`src/rtl/irq_prio_pkg.sv`:
```
package irq_prio_pkg;
    localparam int NUM_IRQ = 8;
    localparam int ID_W    = $clog2(NUM_IRQ);
    localparam int BASE_W  = 5;
    localparam int VEC_W   = BASE_W + ID_W;

    typedef logic [NUM_IRQ-1:0] irq_vec_t;

    typedef struct packed {
        logic [BASE_W-1:0] base;
        logic [ID_W-1:0]   id;
    } vector_t;

    typedef struct packed {
        logic             found;
        logic [ID_W-1:0]  idx;
        irq_vec_t         onehot;
    } pick_t;

    function automatic vector_t make_vector(logic [BASE_W-1:0] b, logic [ID_W-1:0] i);
        vector_t v;
        v.base = b;
        v.id   = i;
        return v;
    endfunction

    // candidate strictly more urgent than the current in-service top
    function automatic logic outranks(pick_t cand, pick_t cur);
        return cand.found && (!cur.found || (cand.idx < cur.idx));
    endfunction
endpackage

```
`src/rtl/irq_prio_pick.sv`:
```
module irq_prio_pick
    import irq_prio_pkg::*;
(
    input  irq_vec_t bits,
    output pick_t    res
);
    logic [NUM_IRQ:0] seen;
    irq_vec_t         hot;
    logic [ID_W-1:0]  idx;

    assign seen[0] = 1'b0;

    generate
        for (genvar g = 0; g < NUM_IRQ; g++) begin : g_chain
            assign seen[g+1] = seen[g] | bits[g];
            assign hot[g]    = bits[g] & ~seen[g];
        end
    endgenerate

    always_comb begin
        idx = '0;
        for (int i = 0; i < NUM_IRQ; i++) begin
            if (hot[i]) idx = idx | ID_W'(i);
        end
    end

    assign res.found  = seen[NUM_IRQ];
    assign res.idx    = idx;
    assign res.onehot = hot;
endmodule

```
`src/rtl/irq_req_latch.sv`:
```
module irq_req_latch
    import irq_prio_pkg::*;
(
    input  logic     clk,
    input  logic     rst,
    input  irq_vec_t irq_in,
    input  irq_vec_t clr,
    output irq_vec_t req
);
    irq_vec_t prev_q;
    irq_vec_t req_q;

    always_ff @(posedge clk) begin
        if (rst) begin
            prev_q <= '0;
            req_q  <= '0;
        end else begin
            prev_q <= irq_in;
            req_q  <= (req_q & ~clr) | (irq_in & ~prev_q);
        end
    end

    assign req = req_q;
endmodule

```
`src/rtl/irq_isr_track.sv`:
```
module irq_isr_track
    import irq_prio_pkg::*;
(
    input  logic     clk,
    input  logic     rst,
    input  irq_vec_t set,
    input  logic     eoi,
    output irq_vec_t isr,
    output pick_t    top
);
    irq_vec_t isr_q;
    irq_vec_t retire;

    irq_prio_pick u_top (
        .bits (isr_q),
        .res  (top)
    );

    assign retire = eoi ? top.onehot : '0;

    always_ff @(posedge clk) begin
        if (rst) isr_q <= '0;
        else     isr_q <= (isr_q & ~retire) | set;
    end

    assign isr = isr_q;
endmodule

```
`src/rtl/irq_prio_ctrl.sv`:
```
module irq_prio_ctrl
    import irq_prio_pkg::*;
(
    input  logic               clk,
    input  logic               rst,
    input  logic [NUM_IRQ-1:0] irq_in,
    input  logic               cfg_wr,
    input  logic [NUM_IRQ-1:0] cfg_mask,
    input  logic [BASE_W-1:0]  cfg_base,
    input  logic               ack,
    input  logic               eoi,
    output logic               int_out,
    output logic               vec_valid,
    output logic [VEC_W-1:0]   vec_out
);
    irq_vec_t          mask_q;
    logic [BASE_W-1:0] base_q;
    irq_vec_t          req_q;
    irq_vec_t          isr_q;
    irq_vec_t          grant;
    pick_t             pend_pick;
    pick_t             isr_pick;
    logic [ID_W-1:0]   win_idx;
    logic [ID_W-1:0]   isr_idx;
    logic              accept;
    vector_t           vec_q;
    logic              vec_valid_q;

    always_ff @(posedge clk) begin
        if (rst) begin
            mask_q <= '0;
            base_q <= '0;
        end else if (cfg_wr) begin
            mask_q <= cfg_mask;
            base_q <= cfg_base;
        end
    end

    irq_req_latch u_req (
        .clk    (clk),
        .rst    (rst),
        .irq_in (irq_in),
        .clr    (grant),
        .req    (req_q)
    );

    irq_prio_pick u_pend (
        .bits (req_q & ~mask_q),
        .res  (pend_pick)
    );

    irq_isr_track u_isr (
        .clk (clk),
        .rst (rst),
        .set (grant),
        .eoi (eoi),
        .isr (isr_q),
        .top (isr_pick)
    );

    assign win_idx = pend_pick.idx;
    assign isr_idx = isr_pick.idx;
    assign int_out = outranks(pend_pick, isr_pick);
    assign accept  = ack & int_out;
    assign grant   = accept ? pend_pick.onehot : '0;

    always_ff @(posedge clk) begin
        if (rst) begin
            vec_q       <= '0;
            vec_valid_q <= 1'b0;
        end else begin
            vec_valid_q <= accept;
            if (accept) vec_q <= make_vector(base_q, win_idx);
        end
    end

    assign vec_valid = vec_valid_q;
    assign vec_out   = vec_q;
endmodule

```
`config.mk`:
```
export PLATFORM = sky130hd
export DESIGN_NAME = irq_prio_ctrl
export DESIGN_NICKNAME = d
export VERILOG_FILES = /design/src/rtl/irq_prio_pkg.sv /design/src/rtl/irq_prio_pick.sv /design/src/rtl/irq_req_latch.sv /design/src/rtl/irq_isr_track.sv /design/src/rtl/irq_prio_ctrl.sv
export SDC_FILE = /design/constraint.sdc
export NUM_CORES = 1
export LEC_CHECK = 0
export BUFFER_PORTS_ARGS = -buffer_cell sky130_fd_sc_hd__buf_2
export CORE_ASPECT_RATIO = 0.9
export CORE_UTILIZATION = 30
export CTS_BUF_LIST = sky130_fd_sc_hd__clkbuf_8
export DETAILED_ROUTE_END_ITERATION = 8
export SLEW_MARGIN = 20
export SYNTH_ARGS = -nofsm -noshare
export SYNTH_HDL_FRONTEND = slang
export SYNTH_HIERARCHICAL = 1
export SYNTH_SLANG_ARGS = --single-unit
```
`constraint.sdc`:
```
create_clock -name clk -period 2.5 [get_ports clk]
set_clock_uncertainty 0.05 [all_clocks]
set_input_delay 0.125 -clock clk [delete_from_list [all_inputs] [get_ports clk]]
set_output_delay 0.125 -clock clk [all_outputs]
set_load 0.02 [all_outputs]
```
==> flow_metrics.tcl, run 1 <==
set metrics [dict create \
    grt_use_met1 0.171 \
    status "finished clean" \
    cts_tree "done" \
    wl_um 4760 \
    antenna_found_initial 0 \
    grt_usage 0.135 \
    portBuffers 35 \
    finalSetupTns_ps 0 \
    arrival_ps 2580 \
    path_max_fanout 5 \
    avgSynthCellArea_um2 9.54 \
    min-delay-start "cfg_mask[1]" \
    ys.flop_type "dfxtp_1" \
    use_met2 0.213 \
    hold_violations 0 \
    first_iter_violations 73 \
    clk-insertion-delay-late_ps 300 \
    drt-pass1-iter-count 4 \
    rows 29 \
    hold_end "mask_q[1]" \
    slowest_stage "or4_4" \
    utilization 0.418 \
    cts.sinks 46 \
    min-delay-path-class "input port to flip-flop" \
    wire_per_inst_um 12.0 \
    grt_pass1_vias 1761 \
    leakage_uw 0.00125 \
    slowest_delay_ps 570 \
    dieHeight_um 84.2 \
    fin_crit_sh 0.965 \
    syn_area_um2 2250 \
    cap_viol_max_count 0 \
    fillers 690 \
    synth_top_area_share 0.409 \
    drc_errors 0 \
    worst_path_most_repeated_cell "inv_1" \
    crit_type "flip-flop to flip-flop" \
    synthArstFlopShare 0 \
    powerDensity_nw_per_um2 590 \
    die_w_um 93.3 \
    min_period_ps 2410 \
    syn_nets 264 \
    vias 1771 \
    gr-usage-met3 0.0435 \
    core_area_um2 7150 \
    grt_max_degree 55 \
    worstReg2RegEnd "u_isr/isr[6]" \
    synth_common_cells "46 x dfxtp_1, 31 x nand2b_1, 31 x nor2_1" \
    clockRootBuffer "clkbuf_8" \
    cp_cell_sequence "or4_4 > a21oi_1 > inv_1 > ha_4 > a211oi_4 > o211a_4 > and2_4 > inv_1 > a311oi_2" \
    antenna_cells 0 \
    cts_buffers 5 \
    num_io_pins 36 \
    fin_nets 332 \
    tightest_slew_ps 589 \
    layout-drive-gt1-share 0.361 \
    ys.warnings.count 6 \
    vdd_ir_drop_max_v 0.000342 \
    place_hpwl_um 3260 \
    ys_ff_latch 46 \
    r2r-start "u_isr/isr[1]" \
    top_usage_layer "met2" \
    grt_pass1_wl_um 8260 \
    holdPathStages 3 \
    reg2reg_depth 9 \
    yosysSeqAreaShare 0.409 \
    area_growth_pct 32.6 \
    die_area_um2 7850 \
    synthCells 236 \
    startpoint_type "flip-flop" \
    initial_core_util 0.315 \
    slew_viol_final 0 \
    synth.most_common_cell "dfxtp_1" \
    place.gp.congestion 0.794 \
    ys_types 32 \
    htree_levels 2 \
    critPathRequiredTime_ps 2670 \
    relSlewSlack 0.607 \
    setup_viol 0 \
    post_cts_buffers 0 \
    crit_path_end_kind "flip-flop" \
    clkTransAtPathRegs_ps 90 \
    routed_via_density 4.45 \
    reg2reg_slack_ps 90 \
    synth_edf_count 0 \
    ant_nets 0 \
    overflow 0 \
    crit_buf_inv 2 \
    max_freq_mhz 415 \
    critical_path.top_delay_family "compound AO/OA/AOI/OAI gates" \
    clock_path_buffers 2 \
    synth_area_leaders "dfxtp_1 41%, mux2i_1 9.3%, nand2b_1 8.6%" \
    yosysTopAreaCell "dfxtp_1" \
]
worst min-delay path: stages:
cell and delay (ps):
buf_2 80, mux2i_1 50, nor2_1 70
cell families (layout without fill, tap and decap cells):
group,after synthesis,after routing,share of synthesized area
DFF,46,46,0.409
adders and majority gates,2,2,0.0111
buffers and inverters,28,96,0.0673
AOI/OAI and AO/OA,32,33,0.133
and+or+nand+nor,107,107,0.286
muxes,21,21,0.0934
per-layer routing:
metal	wire [µm]	vias to the layer above
li1	-	918
met1	2310	819
met2	2220	25
met3	116	9
met4	118	0
met5	0	-
worst max path at each step:
stage / start / endpoint / cells after the start
2_1_floorplan: u_req/req[0] / u_isr/isr[3] / 11
3_3_place_gp: u_req/req[4] / u_isr/isr[3] / 11
3_5_place_dp: u_req/req[4] / u_isr/isr[6] / 11
4_1_cts: u_req/req[2] / u_isr/isr[3] / 10
5_1_grt: u_req/req[5] / u_isr/isr[4] / 11
6_report: u_isr/isr[1] / u_isr/isr[6] / 9
timing repair:
action	4_1_cts	5_1_grt
pin swaps	3	16
gates cloned	1	0
hold buffers	16	0
resized for setup	3	25
endpoints found under the setup margin	15	26
hold endpoints to repair	16	0
area by class of cell:
cell class | count | area, µm² | area share
clock buffer | 5 | 68.8 | 0.0231
clock inverter | 3 | 17.5 | 0.00587
inverter | 16 | 60.1 | 0.0201
multi-input combinational | 163 | 1300 | 0.435
sequential | 46 | 923 | 0.309
tap | 93 | 116 | 0.0390
timing repair buffer | 72 | 499 | 0.167
metrics by stage:
| step | worst slack [ps] | area [µm²] | power [µW] | instances | hold WS, ps |
|---|---|---|---|---|---|
| floorplan | 15.8 | 2250 | 1100 | 236 | 200 |
| global placement | 20.0 | 2620 | 1210 | 374 | 297 |
| detailed placement | -61.9 | 2620 | 1220 | 374 | 303 |
| CTS | -44.8 | 2890 | 1710 | 399 | 3.65 |
| global route | -29.5 | 2990 | 1860 | 398 | 4.34 |
| finish | 88.6 | 2990 | 1760 | 398 | 12.1 |
cells in the final DEF, fill, tap and decap left out, types with 2 or more instances in the layout:
| cell type | netlist | final |
|---|---|---|
| nor2b_1 | 11 | 9 |
| a211oi_1 | 4 | 3 |
| nor2_1 | 31 | 30 |
| dfxtp_2 | 0 | 2 |
| nor3b_1 | 4 | 4 |
| mux2i_1 | 21 | 21 |
| inv_1 | 16 | 17 |
| buf_2 | 1 | 34 |
| a21o_1 | 2 | 2 |
| clkbuf_8 | 0 | 5 |
| and2_4 | 0 | 8 |
| nor3b_2 | 2 | 2 |
| o211a_4 | 0 | 2 |
| nor4_1 | 2 | 2 |
| a311oi_2 | 8 | 8 |
| nand2b_1 | 31 | 31 |
| nand2_1 | 2 | 2 |
| nor3_2 | 2 | 2 |
| o21ai_0 | 5 | 3 |
| nor2b_2 | 2 | 3 |
| a21oi_2 | 8 | 8 |
| dfxtp_1 | 46 | 44 |
| buf_4 | 3 | 21 |
| dlygate4sd3_1 | 0 | 16 |
| or4_4 | 2 | 2 |
| and2_1 | 10 | 2 |
| ha_4 | 0 | 2 |
| and2b_1 | 6 | 6 |
flip-flops by register name (all words and copies together) (netlist names):
name and count:
vec_out 8, u_req/prev_q 8, vec_valid 1, base_q 5, mask_q 8, u_req/req 8, u_isr/isr 8
where the power goes:
group          total (µW)  switching [µW]  internal [µW]
Sequential            803            21.4            782
Combinational         507             250            257
Clock                 452             259            194
Note: power is estimated with default switching activity, not from simulation.
==> inputs of run 2 (changes only) <==
--- a/config.mk
+++ b/config.mk
@@ -10,6 +10,7 @@
 export CORE_UTILIZATION = 30
 export CTS_BUF_LIST = sky130_fd_sc_hd__clkbuf_8
 export DETAILED_ROUTE_END_ITERATION = 8
+export HOLD_SLACK_MARGIN = 0.15
 export SLEW_MARGIN = 20
 export SYNTH_ARGS = -nofsm -noshare
 export SYNTH_HDL_FRONTEND = slang
==> run 2 against run 1 <==
  * Via count is 1.7% higher
  * Fmax hardly changed
  * Non-clock buffer count is 5 higher
  * Total power is 0.39% higher
  * Routed wire length is 2.1% higher
  * Critical endpoint unchanged
==> flow_metrics.tcl, run 2 (synthesized netlist as in run 1, its figures left out) <==
set metrics [dict create \
    area_growth_pct 34.9 \
    fin_nets 337 \
    die_area_um2 7850 \
    clkTransAtPathRegs_ps 90 \
    layout_commonest_cell "dfxtp_1" \
    overflow 0 \
    vias 1801 \
    status "finished clean" \
    first_iter_violations 71 \
    top_usage_layer "met2" \
    dieHeight_um 84.2 \
    crit_path_end_kind "flip-flop" \
    cts.sinks 46 \
    fillers 684 \
    setup_viol 0 \
    grt_usage 0.138 \
    arrival_ps 2580 \
    portBuffers 35 \
    vdd_ir_drop_max_v 0.000342 \
    reg2reg_slack_ps 90 \
    worstReg2RegEnd "u_isr/isr[6]" \
    core_area_um2 7150 \
    drt-pass1-iter-count 4 \
    antenna_found_initial 0 \
    place_hpwl_um 3260 \
    min-delay-start "eoi" \
    final_cell_count_no_fill 403 \
    wire_per_inst_um 12.1 \
    path_max_fanout 5 \
    tightest_slew_ps 595 \
    crit_type "flip-flop to flip-flop" \
    final_cell_mix "44 x dfxtp_1, 34 x buf_2, 31 x nand2b_1" \
    clk-insertion-delay-late_ps 310 \
    startpoint_type "flip-flop" \
    antenna_cells 0 \
    use_met2 0.219 \
    clock_path_buffers 2 \
    place.gp.congestion 0.794 \
    cap_viol_max_count 0 \
    min_period_ps 2410 \
    grt_max_degree 55 \
    holdPathStages 2 \
    ant_nets 0 \
    utilization 0.425 \
    rows 29 \
    fin_crit_sh 0.964 \
    critPathRequiredTime_ps 2670 \
    finalSetupTns_ps 0 \
    hold_violations 0 \
    num_io_pins 36 \
    slew_viol_final 0 \
    wl_um 4860 \
    dpl.cell_count 374 \
    hold_end "u_isr/isr[5]" \
    initial_core_util 0.315 \
    cts_tree "done" \
    routed_via_density 4.47 \
    grt_pass1_vias 1789 \
    grt_use_met1 0.174 \
    powerDensity_nw_per_um2 583 \
    design_area_um2 3040 \
    relSlewSlack 0.604 \
    htree_levels 2 \
    grt_pass1_wl_um 8430 \
    leakage_uw 0.00127 \
    clockRootBuffer "clkbuf_8" \
    die_w_um 93.3 \
    holdWs_ps 198 \
    r2r-start "u_req/req[1]" \
    drc_errors 0 \
    dpl_cell_area_um2 2620 \
    layout-drive-gt1-share 0.355 \
    reg2reg_depth 9 \
    gr-usage-met3 0.0435 \
    min-delay-path-class "input port to flip-flop" \
    cts_buffers 5 \
    max_freq_mhz 415 \
]
run 2: final cells by class:
cell class / instances / area (µm²) / share of cell area
multi-input cells: 163 / 1300 / 0.428
clock inverters: 3 / 17.5 / 0.00577
inverters: 16 / 60.1 / 0.0198
flip-flops and latches: 46 / 923 / 0.304
repair buffers: 77 / 549 / 0.181
clock buffers: 5 / 68.8 / 0.0227
well taps: 93 / 116 / 0.0383
run 2: routing by layer:
metal	vias to the layer above	routed length, µm
met4	0	117
met3	10	129
met1	837	2330
met5	-	0
met2	26	2290
li1	928	-
run 2: report_power, final:
group | internal [µW] | leakage, µW | switching (µW)
logic | 262 | 0.000841 | 251
clock network | 194 | 0.0000493 | 259
registers | 782 | 0.000379 | 21.4
total | 1240 | 0.00127 | 532
run 2: critical path, stage by stage (launching register included):
cell and delay, ps:
dfxtp_1 310, nor2b_1 140, or4_4 560, a21oi_4 170, ha_4 230, o21ai_4 190
o211a_4 210, and2_4 160, inv_1 50, a311oi_2 240
run 2: per-stage QoR:
step	setup WS, ps	total power, µW
after CTS	-44.8	1720
after detailed placement	-61.9	1220
after global routing	-29.5	1870
after global placement	20.0	1210
final	89.8	1770
after floorplan	15.8	1100
run 2: what timing repair did:
action | 4_1_cts | 5_1_grt
hold buffers | 21 | 0
gates cloned | 1 | 0
endpoints found under the setup margin | 15 | 26
buffers inserted | 0 | 0
resized for setup | 3 | 25
hold endpoints to repair | 29 | 0
pin swaps | 3 | 16
run 2: worst max path at each step:
stage,startpoint,slack (ps),depth (start not counted),end
after floorplan,u_req/req[0],20,11,u_isr/isr[3]
after global placement,u_req/req[4],20,11,u_isr/isr[3]
after detailed placement,u_req/req[4],-60,11,u_isr/isr[6]
after CTS,u_req/req[2],-40,10,u_isr/isr[3]
after global routing,u_req/req[5],-30,11,u_isr/isr[4]
final,u_req/req[1],90,9,u_isr/isr[6]
==> inputs of run 3 (changes only) <==
--- a/config.mk
+++ b/config.mk
@@ -8,7 +8,7 @@
 export BUFFER_PORTS_ARGS = -buffer_cell sky130_fd_sc_hd__buf_2
 export CORE_ASPECT_RATIO = 0.9
 export CORE_UTILIZATION = 30
-export CTS_BUF_LIST = sky130_fd_sc_hd__clkbuf_8
+export CTS_BUF_LIST = sky130_fd_sc_hd__clkbuf_16
 export DETAILED_ROUTE_END_ITERATION = 8
 export HOLD_SLACK_MARGIN = 0.15
 export SLEW_MARGIN = 20
==> run 3 against run 2 <==
  * Final cell count is 0.25% higher
  * Flip-flop and latch count is the same
  * Total power up 10%
  * Routed wire length is essentially flat
  * Largest cell class unchanged
==> flow_metrics.tcl, run 3 (synthesized netlist as in run 1, its figures left out) <==
set metrics [dict create \
    drt-pass1-iter-count 4 \
    initial_core_util 0.315 \
    dpl_cell_area_um2 2620 \
    drc_errors 0 \
    first_iter_violations 40 \
    ant_nets 0 \
    vdd_ir_drop_max_v 0.000310 \
    die_area_um2 7850 \
    clkTransAtPathRegs_ps 60 \
    post_cts_buffers 0 \
    cap_viol_max_count 0 \
    htree_levels 2 \
    slew_viol_final 0 \
    status "finished clean" \
    grt_pass1_vias 1773 \
    grt_max_degree 55 \
    utilization 0.433 \
    final_cell_mix "45 x dfxtp_1, 35 x buf_2, 31 x nand2b_1" \
    crit_type "flip-flop to flip-flop" \
    tightest_slew_ps 586 \
    place.gp.congestion 0.794 \
    dieHeight_um 84.2 \
    design_area_um2 3090 \
    dpl.cell_count 374 \
    die_w_um 93.3 \
    place_hpwl_um 3260 \
    antenna_found_initial 0 \
    min_period_ps 2440 \
    crit_path_end_kind "flip-flop" \
    p_total_uw 1950 \
    layout_commonest_cell "dfxtp_1" \
    wire_per_inst_um 12.0 \
    area_growth_pct 37.4 \
    fin_crit_sh 0.974 \
    fin_ws_ps 64.7 \
    grt_pass1_wl_um 8420 \
    wl_um 4860 \
    clk-insertion-delay-late_ps 290 \
    critPathRequiredTime_ps 2640 \
    cts_buffers 5 \
    max_freq_mhz 411 \
    rows 29 \
    arrival_ps 2570 \
    min-delay-path-class "input port to flip-flop" \
    grt_usage 0.137 \
    clockRootBuffer "clkbuf_16" \
    leakage_uw 0.00130 \
    fillers 671 \
    hold_violations 0 \
    path_max_fanout 5 \
    vias 1786 \
    layout-drive-gt1-share 0.354 \
    final_cell_count_no_fill 404 \
    clock_path_buffers 2 \
    cts.sinks 46 \
    setup_viol 0 \
    powerDensity_nw_per_um2 630 \
    startpoint_type "flip-flop" \
    relSlewSlack 0.609 \
    cts_tree "done" \
    post-place-ws_ps -61.9 \
    routed_via_density 4.42 \
    overflow 0 \
    antenna_cells 0 \
    core_area_um2 7150 \
    num_io_pins 36 \
    fin_nets 338 \
    portBuffers 35 \
]
## run 3: cell count changes in the layout (fill, tap and decap cells not counted)
cell	previous run	this run
buf_2	34	35
buf_4	21	22
clkbuf_16	0	5
dfxtp_1	44	45
clkbuf_8	5	0
buf_6	1	0
dfxtp_2	2	1
## run 3: final cells by class
type | instances | area (µm²) | share of cell area
Tap cell | 93 | 116 | 0.0376
Clock buffer | 5 | 125 | 0.0405
Sequential cell | 46 | 922 | 0.298
Inverter | 16 | 60.1 | 0.0194
Clock inverter | 3 | 17.5 | 0.00567
Multi-Input combinational cell | 163 | 1300 | 0.420
Timing Repair Buffer | 78 | 551 | 0.178
## run 3: report_power, final
group	internal [µW]	total [µW]	switching [µW]
combinational	256	506	250
clock	367	640	273
sequential	782	804	21.5
## run 3: worst paths after layout
check / startpoint / end / cells past startpoint / slack, ps
worst max-delay path: u_req/req[2] / u_isr/isr[6] / 10 / 60
worst min-delay path: eoi / u_isr/isr[5] / 2 / 230
worst max register to register: u_req/req[2] / u_isr/isr[6] / 10 / 60
worst min register to register: vec_out[0] / vec_out[0] / 2 / 420
## run 3: stage by stage
| step | TNS [ps] | hold slack (ps) |
|---|---|---|
| after floorplan | 0 | 200 |
| after global placement | 0 | 297 |
| after detailed placement | -313 | 303 |
| after CTS | 0 | 223 |
| after global routing | -23.8 | 236 |
| final | 0 | 226 |
## run 3: layer usage
layer	wire (µm)	vias up	part of all wire	track usage
li1	-	929	-	-
met1	2340	824	0.48	0.179
met2	2290	25	0.47	0.214
met3	116	8	0.024	0.0299
met4	110	0	0.023	0.0699
met5	0	-	0	0
## run 3: critical path, stage by stage, from the launching register on
cell and delay [ps]:
dfxtp_1 310, nor2b_1 130, buf_4 140, or4_4 440, a21oi_4 160, ha_4 220
o21ai_4 190, o211a_4 210, and2_4 170, inv_1 60, a311oi_2 260
## run 3: timing repair
action | 4_1_cts | 5_1_grt
endpoints found under the setup margin | 10 | 26
gates cloned | 1 | 0
hold buffers | 21 | 0
pin swaps | 5 | 21
endpoints found under the hold margin | 29 | 0
resized for setup | 7 | 17
